## src/rtl/trig_pkg.sv

```systemverilog
package trig_pkg;
    typedef enum logic [1:0] {
        ST_IDLE    = 2'd0,
        ST_PEND    = 2'd1,
        ST_SERVICE = 2'd2
    } trig_state_e;

    typedef enum logic [1:0] {
        MODE_OFF   = 2'd0,
        MODE_EDGE  = 2'd1,
        MODE_LEVEL = 2'd2
    } trig_mode_e;
endpackage

```

## src/rtl/trig_sample.sv

```systemverilog
module trig_sample (
    input  logic clk,
    input  logic rst_n,
    input  logic raw_line,
    output logic line_q,
    output logic rise
);
    logic line_prev;

    always_ff @(posedge clk) begin
        if (!rst_n) begin
            line_q    <= 1'b0;
            line_prev <= 1'b0;
        end else begin
            line_q    <= raw_line;
            line_prev <= line_q;
        end
    end

    assign rise = line_q & ~line_prev;
endmodule

```

## src/rtl/trig_decode.sv

```systemverilog
module trig_decode
    import trig_pkg::*;
#(
    parameter int TYPE_W = 3,
    parameter logic [TYPE_W-1:0] EDGE_CODE  = 1,
    parameter logic [TYPE_W-1:0] LEVEL_CODE = 5
) (
    input  logic [TYPE_W-1:0] trig_type,
    output trig_mode_e        mode
);
    always_comb begin
        if (trig_type == EDGE_CODE)
            mode = MODE_EDGE;
        else if (trig_type == LEVEL_CODE)
            mode = MODE_LEVEL;
        else
            mode = MODE_OFF;
    end
endmodule

```

## src/rtl/trig_fsm.sv

```systemverilog
module trig_fsm
    import trig_pkg::*;
(
    input  logic        clk,
    input  logic        rst_n,
    input  trig_mode_e  mode,
    input  logic        line_q,
    input  logic        rise,
    input  logic        claim,
    input  logic        ack,
    output trig_state_e state,
    output logic        pending
);
    trig_state_e state_nx;
    trig_mode_e  mode_q;
    logic        retype;

    assign retype = (mode != mode_q) || (mode == MODE_OFF);

    always_comb begin
        state_nx = state;
        if (retype) begin
            state_nx = ST_IDLE;
        end else begin
            unique case (state)
                ST_IDLE: begin
                    if (mode == MODE_EDGE && rise)
                        state_nx = ST_PEND;
                    else if (mode == MODE_LEVEL && line_q && claim)
                        state_nx = ST_SERVICE;
                end
                ST_PEND: begin
                    if (claim)
                        state_nx = ST_SERVICE;
                end
                ST_SERVICE: begin
                    if (ack)
                        state_nx = ST_IDLE;
                end
                default: state_nx = ST_IDLE;
            endcase
        end
    end

    always_ff @(posedge clk) begin
        if (!rst_n) begin
            state  <= ST_IDLE;
            mode_q <= MODE_OFF;
        end else begin
            state  <= state_nx;
            mode_q <= mode;
        end
    end

    always_comb begin
        unique case (mode)
            MODE_EDGE:  pending = (state == ST_PEND);
            MODE_LEVEL: pending = (state != ST_SERVICE) && line_q;
            default:    pending = 1'b0;
        endcase
    end
endmodule

```

## src/rtl/trig_conditioner.sv

```systemverilog
module trig_conditioner
    import trig_pkg::*;
#(
    parameter int TYPE_W = 3,
    parameter logic [TYPE_W-1:0] EDGE_CODE  = 1,
    parameter logic [TYPE_W-1:0] LEVEL_CODE = 5
) (
    input  logic              clk,
    input  logic              rst_n,
    input  logic              raw_line,
    input  logic [TYPE_W-1:0] trig_type,
    input  logic              claim,
    input  logic              ack,
    output logic              pending
);
    logic        line_q;
    logic        rise;
    trig_mode_e  mode;
    trig_state_e state;

    trig_sample u_sample (
        .clk      (clk),
        .rst_n    (rst_n),
        .raw_line (raw_line),
        .line_q   (line_q),
        .rise     (rise)
    );

    trig_decode #(
        .TYPE_W     (TYPE_W),
        .EDGE_CODE  (EDGE_CODE),
        .LEVEL_CODE (LEVEL_CODE)
    ) u_decode (
        .trig_type (trig_type),
        .mode      (mode)
    );

    trig_fsm u_fsm (
        .clk     (clk),
        .rst_n   (rst_n),
        .mode    (mode),
        .line_q  (line_q),
        .rise    (rise),
        .claim   (claim),
        .ack     (ack),
        .state   (state),
        .pending (pending)
    );
endmodule

```

## config.mk

```make
export PLATFORM = sky130hd
export DESIGN_NAME = trig_conditioner
export DESIGN_NICKNAME = d
export VERILOG_FILES = /design/src/rtl/trig_pkg.sv /design/src/rtl/trig_sample.sv /design/src/rtl/trig_decode.sv /design/src/rtl/trig_fsm.sv /design/src/rtl/trig_conditioner.sv
export SDC_FILE = /design/constraint.sdc
export NUM_CORES = 1
export LEC_CHECK = 0
export BUFFER_PORTS_ARGS = -buffer_cell sky130_fd_sc_hd__buf_2
export CAP_MARGIN = 0
export CORE_AREA = 2 2 39 41
export CTS_BUF_LIST = sky130_fd_sc_hd__clkbuf_8 sky130_fd_sc_hd__clkbuf_16
export DETAILED_ROUTE_END_ITERATION = 6
export DIE_AREA = 0 0 41 43
export GPL_TIMING_DRIVEN = 0
export SLEW_MARGIN = 15
export SYNTH_ARGS = -nofsm -noshare
export SYNTH_HDL_FRONTEND = slang
export SYNTH_SLANG_ARGS = --single-unit
```

## constraint.sdc

```tcl
create_clock -name clk -period 1 [get_ports clk]
set_input_delay 0 -clock clk [delete_from_list [all_inputs] [get_ports clk]]
set_output_delay 0 -clock clk [all_outputs]
set_load 0.05 [all_outputs]
```

; After elaboration in Yosys (flattened, before gate mapping)
; Index checks and enable logic that the tools add are counted.
[op_classes]
eq_ne = 11
n_mux = 8
bitwise_logic = 3
reduce_logical = 9
[ops]
columns = operator, n
row1 = $mux W2, 6
row2 = $ne A2 B2 Y1 const B, 3
row3 = $pmux W2 S3, 1
row4 = $eq A2 B1 Y1 const B, 2
row5 = $eq A2 B2 Y1 const B, 2
row6 = $logic_and A1 B1 Y1, 4
row7 = $logic_not A2 Y1, 2
row8 = $eq A3 B1 Y1 const B, 1
row9 = $eq A3 B3 Y1 const B, 1
row10 = $ne A3 B1 Y1 const B, 1
row11 = $reduce_and A3 Y1, 1
row12 = $ne A2 B2 Y1, 1
row13 = $not A1 Y1, 2
row14 = $pmux W1 S2, 1
row15 = $reduce_or A2 Y1, 1
row16 = $and A1 B1 Y1, 1
row17 = $logic_or A1 B1 Y1, 1
[word_totals]
register_bits = 6
inputBits = 8
output_inout_bits = 1
word_cells = 35

; Logic depth before layout (Yosys ltp)
; Gate-level depths: netlist of the first run.
[depth]
ltp_word = 9
depth_mapped = 3
ltp_nobuf = 3

; Cells and area by module
; A second synthesis of the first run with hierarchy kept.
[unflattened]
hier_cells = 34
area_unflattened_um2 = 335.3
[modules_own_cells]
columns = mod, instances, cells_per_inst, area_each_um2, seq_area_each_um2
row1 = trig_fsm, 1, 27, 247.7, 80.1
row2 = trig_sample, 1, 5, 66.3, 40.0
row3 = trig_decode, 1, 2, 21.3, 0.0

; Worst setup path before layout of the first run
; OpenSTA, ideal clock, no wires.
[synth_path]
path_kind = reg2out
start = register u_sample.line_q
end = output pending
arrival_ps = 1270
required_time_ps = 1000
path_slack_ps = -270
stages_incl_launch_ff = 4
path_buffers = 0
cell_sequence = dfxtp_1 and2_4 nand2_1 a21boi_1
[synth_between]
elab_chain_len = 2
[synth_rtl]
columns = element, line_no
row1 = "start, declared", trig_sample.sv:5  ; output logic line_q,
row2 = "start signal, assigned", trig_sample.sv:15  ; line_q <= raw_line;
row3 = $logic_and A1 B1 Y1, trig_fsm.sv:58  ; MODE_LEVEL: pending = (state != ST_SERVICE) && line_q;
row4 = $pmux W1 S2, trig_fsm.sv:56  ; unique case (mode)
row5 = "end, declared", trig_conditioner.sv:14  ; output logic pending
; No other way between the ends.

; Worst setup path after layout of the first run
; Ends and elaborated chain as after synthesis.

==> results of run 1 <==
[logic make-up (layout without fill, tap and decap cells)]
logic type,after synthesis,after routing
AND/OR/NAND/NOR,17,17
AO/OA/AOI/OAI,6,6
flip-flops,6,6
buffers and inverters,1,15
[repair_timing]
item,in CTS,in global routing
hold endpoints to repair,1,0
hold buffers,1,0
buffers inserted,2,0
setup endpoints to repair,1,1
pin swaps,1,0
gates resized for setup,7,1
[registers in the layout, summed over array words and instances (netlist names)]
signal / cells
u_fsm.state: 2
u_fsm.mode_q: 2
u_sample.line_q: 1
u_sample.line_prev: 1
[routing by layer]
layer	global-route usage	vias to the layer above
li1	-	134
met3	0.0314	0
met4	0.0200	0
met1	0.0779	123
met2	0.119	8
met5	0	-
[where the power goes]
part	total (mW)	switching [mW]	internal, mW
combinational	0.0579	0.0259	0.0321
clock	0.360	0.101	0.258
sequential	0.249	0.00225	0.247
[synthesized netlist by cell type (2+ instances only)]
library cell | count | share of area
a31oi_1 | 2 | 0.044
and2_1 | 2 | 0.044
dfxtp_1 | 6 | 0.43
nand2_1 | 2 | 0.027
nor2_1 | 3 | 0.040
nor3b_1 | 3 | 0.080
[cell type report]
class	count	share of cell area
Clock buffer	3	0.0946
Inverter	1	0.00860
Sequential cell	6	0.281
Timing Repair Buffer	11	0.163
Tap cell	16	0.0458
Multi-Input combinational cell	23	0.407
[final timing paths]
check             cells after the start  slack [ns]            endpoint             from
setup / recovery                      4       -0.06             pending  u_sample.line_q
hold / removal                        2        0.03     u_fsm.mode_q[0]     trig_type[2]
setup reg to reg                      4        0.13      u_fsm.state[1]  u_sample.line_q
hold reg to reg                       2        0.55  u_sample.line_prev  u_sample.line_q
[metrics by stage]
| step | TNS [ns] | instances | instance area, µm² | power (mW) | setup slack [ns] |
|---|---|---|---|---|---|
| finish | -0.0630 | 60 | 437 | 0.667 | -0.0630 |
| global route | -0.0981 | 60 | 437 | 0.698 | -0.0981 |
| CTS | -0.0639 | 60 | 434 | 0.676 | -0.0639 |
| detailed placement | 0 | 54 | 353 | 0.300 | 0.0273 |
| global placement | 0 | 54 | 353 | 0.299 | 0.0337 |
| floorplan | 0 | 30 | 293 | 0.277 | 0.102 |
==> reports/metrics.cfg, run 1 <==
[route]
wl_met1_um = 237
via_per_inst = 4.42
wl_um = 542
met3_length_um = 36
drt_pass1_iterations = 4
wl_per_cell_um = 9.03
ant_nets = 0
met2_length_um = 269
num_vias = 265
highest_layer = met3
drt_iter0_markers = 4
drc_errors = 0

[sta]
slew_headroom = 0.852
worstMarginPinSlew_ns = 0.221
worst_slack_ns = -0.0630
min_period_ns = 1.06
fin_skew_ns = 0.00455
fmax_mhz = 941
rsz0062_at_grt = yes
hold_slack_ns = 0.0320
final_hold_viol_count = 0
finalMaxSlewViolations = 0
setup_viol = 1
period_share = 1.06

[flow_run]
cap_violations = 0

[setup_path]
crit_family = flip-flops
max_stage_delay_ns = 0.31
crit_type = register to output pin
critical_path.slowest_cell = dfxtp_2
worstSetupEndpointType = output pin
crit_chain = and2_4 -> nand2_2 -> a21boi_4 -> buf_6
required_ns = 1.00
cp.arrival_ns = 1.06
worstPathBufferInverterCount = 1
worstPathMaxFanout = 3
cp-start-kind = register

[die]
dieArea_um2 = 1760
die_x_um = 41
die_h_um = 43
core_area_um2 = 1380
initial_utilization = 0.203
rows = 14
pin_count = 9

[global_routing]
antenna_found_initial = 0
grt_usage = 0.0715
grt_max_degree = 8
first_global_vias = 237
grt_pass1_wl_um = 862
grt_overflow = 0

[finish]
final_common_cell = buf_2
regArea_um2 = 123
multi_input_area_um2 = 178
syn_to_final_growth_pct = 55.1
diodes = 0
layout-drive-gt1-share = 0.591
fill_cells = 147
final_cell_mix = buf_2, dfxtp_1, nor3b_1, clkbuf_8
nets = 54
utilization = 0.316

[power_and_ir_drop]
ir_worst_vdd_mv = 0.582
leakage_nw = 0.190
power_density_nw_per_um2 = 1530

[run_status]
status = finished, violations left
violations = setup timing

[placement]
place_congestion = 0.638
port_buffers = 8

[yosys]
ys_ff_latch = 6
synth_adder_area_share = 0
ys_async_sr_fraction = 0
synth_seq_area_share = 0.427
syn_area_per_cell_um2 = 9.38
syn_nets = 38
syn_inst = 30
synth_edf_count = 0
syn-cell-area_um2 = 282
synth_cell_types = 18
synthMuxAreaShare = 0
synth_top_family_by_area = simple AND/OR/NAND/NOR gates
yosys.area_share.simple = 0.396
yosysWarnings = 0
ys.flop_type = dfxtp_1
synth_xor_area_frac = 0
synth-compound-area-share = 0.164

[clock_tree]
clockBufferDepth = 2
cts_made_buffers = 3
h-tree-depth = 1
clock_sink_count = 6
clk_latency_ns = 0.22
cts-root-buf = clkbuf_8
cts.clk_slew.worst_paths_ns = 0.03
cts_tree = yes

[hold_path]
hold_class = input port to register

Power figures use the tool's default switching activity.
==> run 2, diff against run 1 <==
- SETUP_SLACK_MARGIN: default -> 0.2
==> run 2 against run 1 <==
  * The flow still finishes with violations (setup timing)
  * Design area grew 7.2%
  * Critical path type unchanged
  * Clock power up 1%
  * Non-clock buffer count is the same
  * Fmax is 0.81% lower
==> reports/metrics.cfg, run 2 (synthesized netlist as in run 1, its figures left out) <==
[run_status]
status = finished, violations left
violations = setup timing

[placement]
port_buffers = 8  ; unchanged
place_congestion = 0.683  ; +7.1%
dpl_cell_area_um2 = 370  ; +5.0%

[finish]
diodes = 0  ; unchanged
final_common_cell = buf_2
layout-drive-gt1-share = 0.659  ; +0.0682
top_regs = u_fsm.mode_q (2), u_fsm.state (2)
final_cell_mix = buf_2, clkbuf_8, dfxtp_2
nets = 54  ; unchanged
syn_to_final_growth_pct = 66.2
final_area_um2 = 468  ; +7.2%
fill_cells = 143  ; -2.7%

[route]
num_vias = 256  ; -3.4%
drt_pass1_iterations = 2  ; -2
wl_um = 579  ; +6.8%
wl_per_cell_um = 9.65  ; +6.8%
ant_nets = 0  ; unchanged
drt_iter0_markers = 6  ; +2
drc_errors = 0  ; unchanged
via_per_inst = 4.27  ; -3.4%

[setup_path]
critical_path.slowest_cell = dfxtp_2
crit_chain = and2_4 -> nand2_4 -> a21boi_4 -> buf_6
worstSetupEndpointType = output pin
cp.arrival_ns = 1.07  ; about the same
cp-start-kind = register
worstPathMaxFanout = 3  ; unchanged
required_ns = 1.00  ; about the same
crit_type = register to output pin
max_stage_delay_ns = 0.32  ; about the same

[sta]
worstMarginPinSlew_ns = 0.215  ; -0.00579 ns
min_period_ns = 1.07  ; +0.00863 ns
finalMaxSlewViolations = 0  ; unchanged
final_hold_viol_count = 0  ; unchanged
period_share = 1.07  ; +0.00863
fmax_mhz = 933  ; -0.81%
rsz0062_at_grt = yes
slew_headroom = 0.856  ; +0.00387
worst_slack_ns = -0.0716  ; -0.00863 ns
fin_skew_ns = 0.00516  ; +0.000602 ns
setup_viol = 1  ; unchanged

[global_routing]
grt_pass1_wl_um = 924  ; +7.2%
grt_overflow = 0  ; unchanged
grt_usage = 0.0894  ; +0.0179
grt_max_degree = 8  ; unchanged
first_global_vias = 205  ; -14%
antenna_found_initial = 0  ; unchanged

[clock_tree]
cts_tree = yes
h-tree-depth = 1  ; unchanged
clock_sink_count = 6  ; unchanged
clk_latency_ns = 0.23  ; about the same
cts_made_buffers = 3  ; unchanged
clockBufferDepth = 2  ; unchanged
cts.clk_slew.worst_paths_ns = 0.03  ; about the same
cts-root-buf = clkbuf_8

[power_and_ir_drop]
power_density_nw_per_um2 = 1440  ; -5.5%
power.total_mw = 0.675  ; +1.3%
leakage_nw = 0.198  ; +4.2%
ir_worst_vdd_mv = 0.795  ; +37%

[die]
die_x_um = 41  ; unchanged
core_area_um2 = 1380  ; unchanged
die_h_um = 43  ; unchanged
dieArea_um2 = 1760  ; unchanged
rows = 14  ; unchanged
initial_utilization = 0.203  ; unchanged
pin_count = 9  ; unchanged

[flow_run]
cap_violations = 0  ; unchanged

[hold_path]
hold_class = input port to register

## run 2: timing repair
action / CTS / global route
endpoints found under the setup margin: 3 / 3
hold buffers: 1 / 0
endpoints found under the hold margin: 1 / 0
buffers inserted: 1 / 1
gates cloned: 0 / 0
pin swaps: 6 / 2
resized for setup: 9 / 2
## run 2: per-stage QoR
step / util / setup TNS (ns) / hold WS [ns] / instances / setup slack [ns]
5_1_grt: 0.338 / -0.139 / 0.0322 / 60 / -0.113
3_3_place_gp: 0.268 / 0 / 0.206 / 54 / 0.0403
2_1_floorplan: - / 0 / 0.0715 / 30 / 0.123
3_5_place_dp: 0.268 / 0 / 0.210 / 54 / 0.0335
6_report: 0.338 / -0.0716 / 0.0300 / 60 / -0.0716
4_1_cts: 0.326 / -0.0829 / 0.0269 / 59 / -0.0829
## run 2: area by class of cell
class | count | area (µm²) | area share
Inverter | 1 | 3.75 | 0.00802
Timing Repair Buffer | 11 | 75.1 | 0.160
Multi-Input combinational cell | 23 | 200 | 0.428
Sequential cell | 6 | 128 | 0.273
Tap cell | 16 | 20.0 | 0.0428
Clock buffer | 3 | 41.3 | 0.0882
## run 2: routing by layer
layer / wire, µm / track usage / vias to the layer above
met3: 64 / 0.0785 / 3
met1: 241 / 0.0968 / 109
li1: - / - / 134
met2: 259 / 0.100 / 10
met4: 14 / 0.0800 / 0
met5: 0 / 0 / -
## run 2: power by group
group | total, mW | switching [mW] | internal, mW
Sequential | 0.247 | 0.00245 | 0.245
Clock | 0.365 | 0.107 | 0.259
Combinational | 0.0628 | 0.0291 | 0.0336
## run 2: worst paths after layout
kind	startpoint	to	slack (ns)	cells after the start
hold reg to reg	u_sample.line_q	u_sample.line_prev	0.46	1
setup reg to reg	u_sample.line_q	u_fsm.state[1]	0.01	5
setup / recovery	u_sample.line_q	pending	-0.07	4
hold / removal	rst_n	u_fsm.mode_q[0]	0.03	3
## run 2: critical path, delay by kind of cell, from the launching register on
family / cells / cell delay (ns)
flip-flops: 1 / 0.32
AND/OR/NAND/NOR: 2 / 0.22
buffers and inverters: 1 / 0.17
AO/OA/AOI/OAI: 1 / 0.14
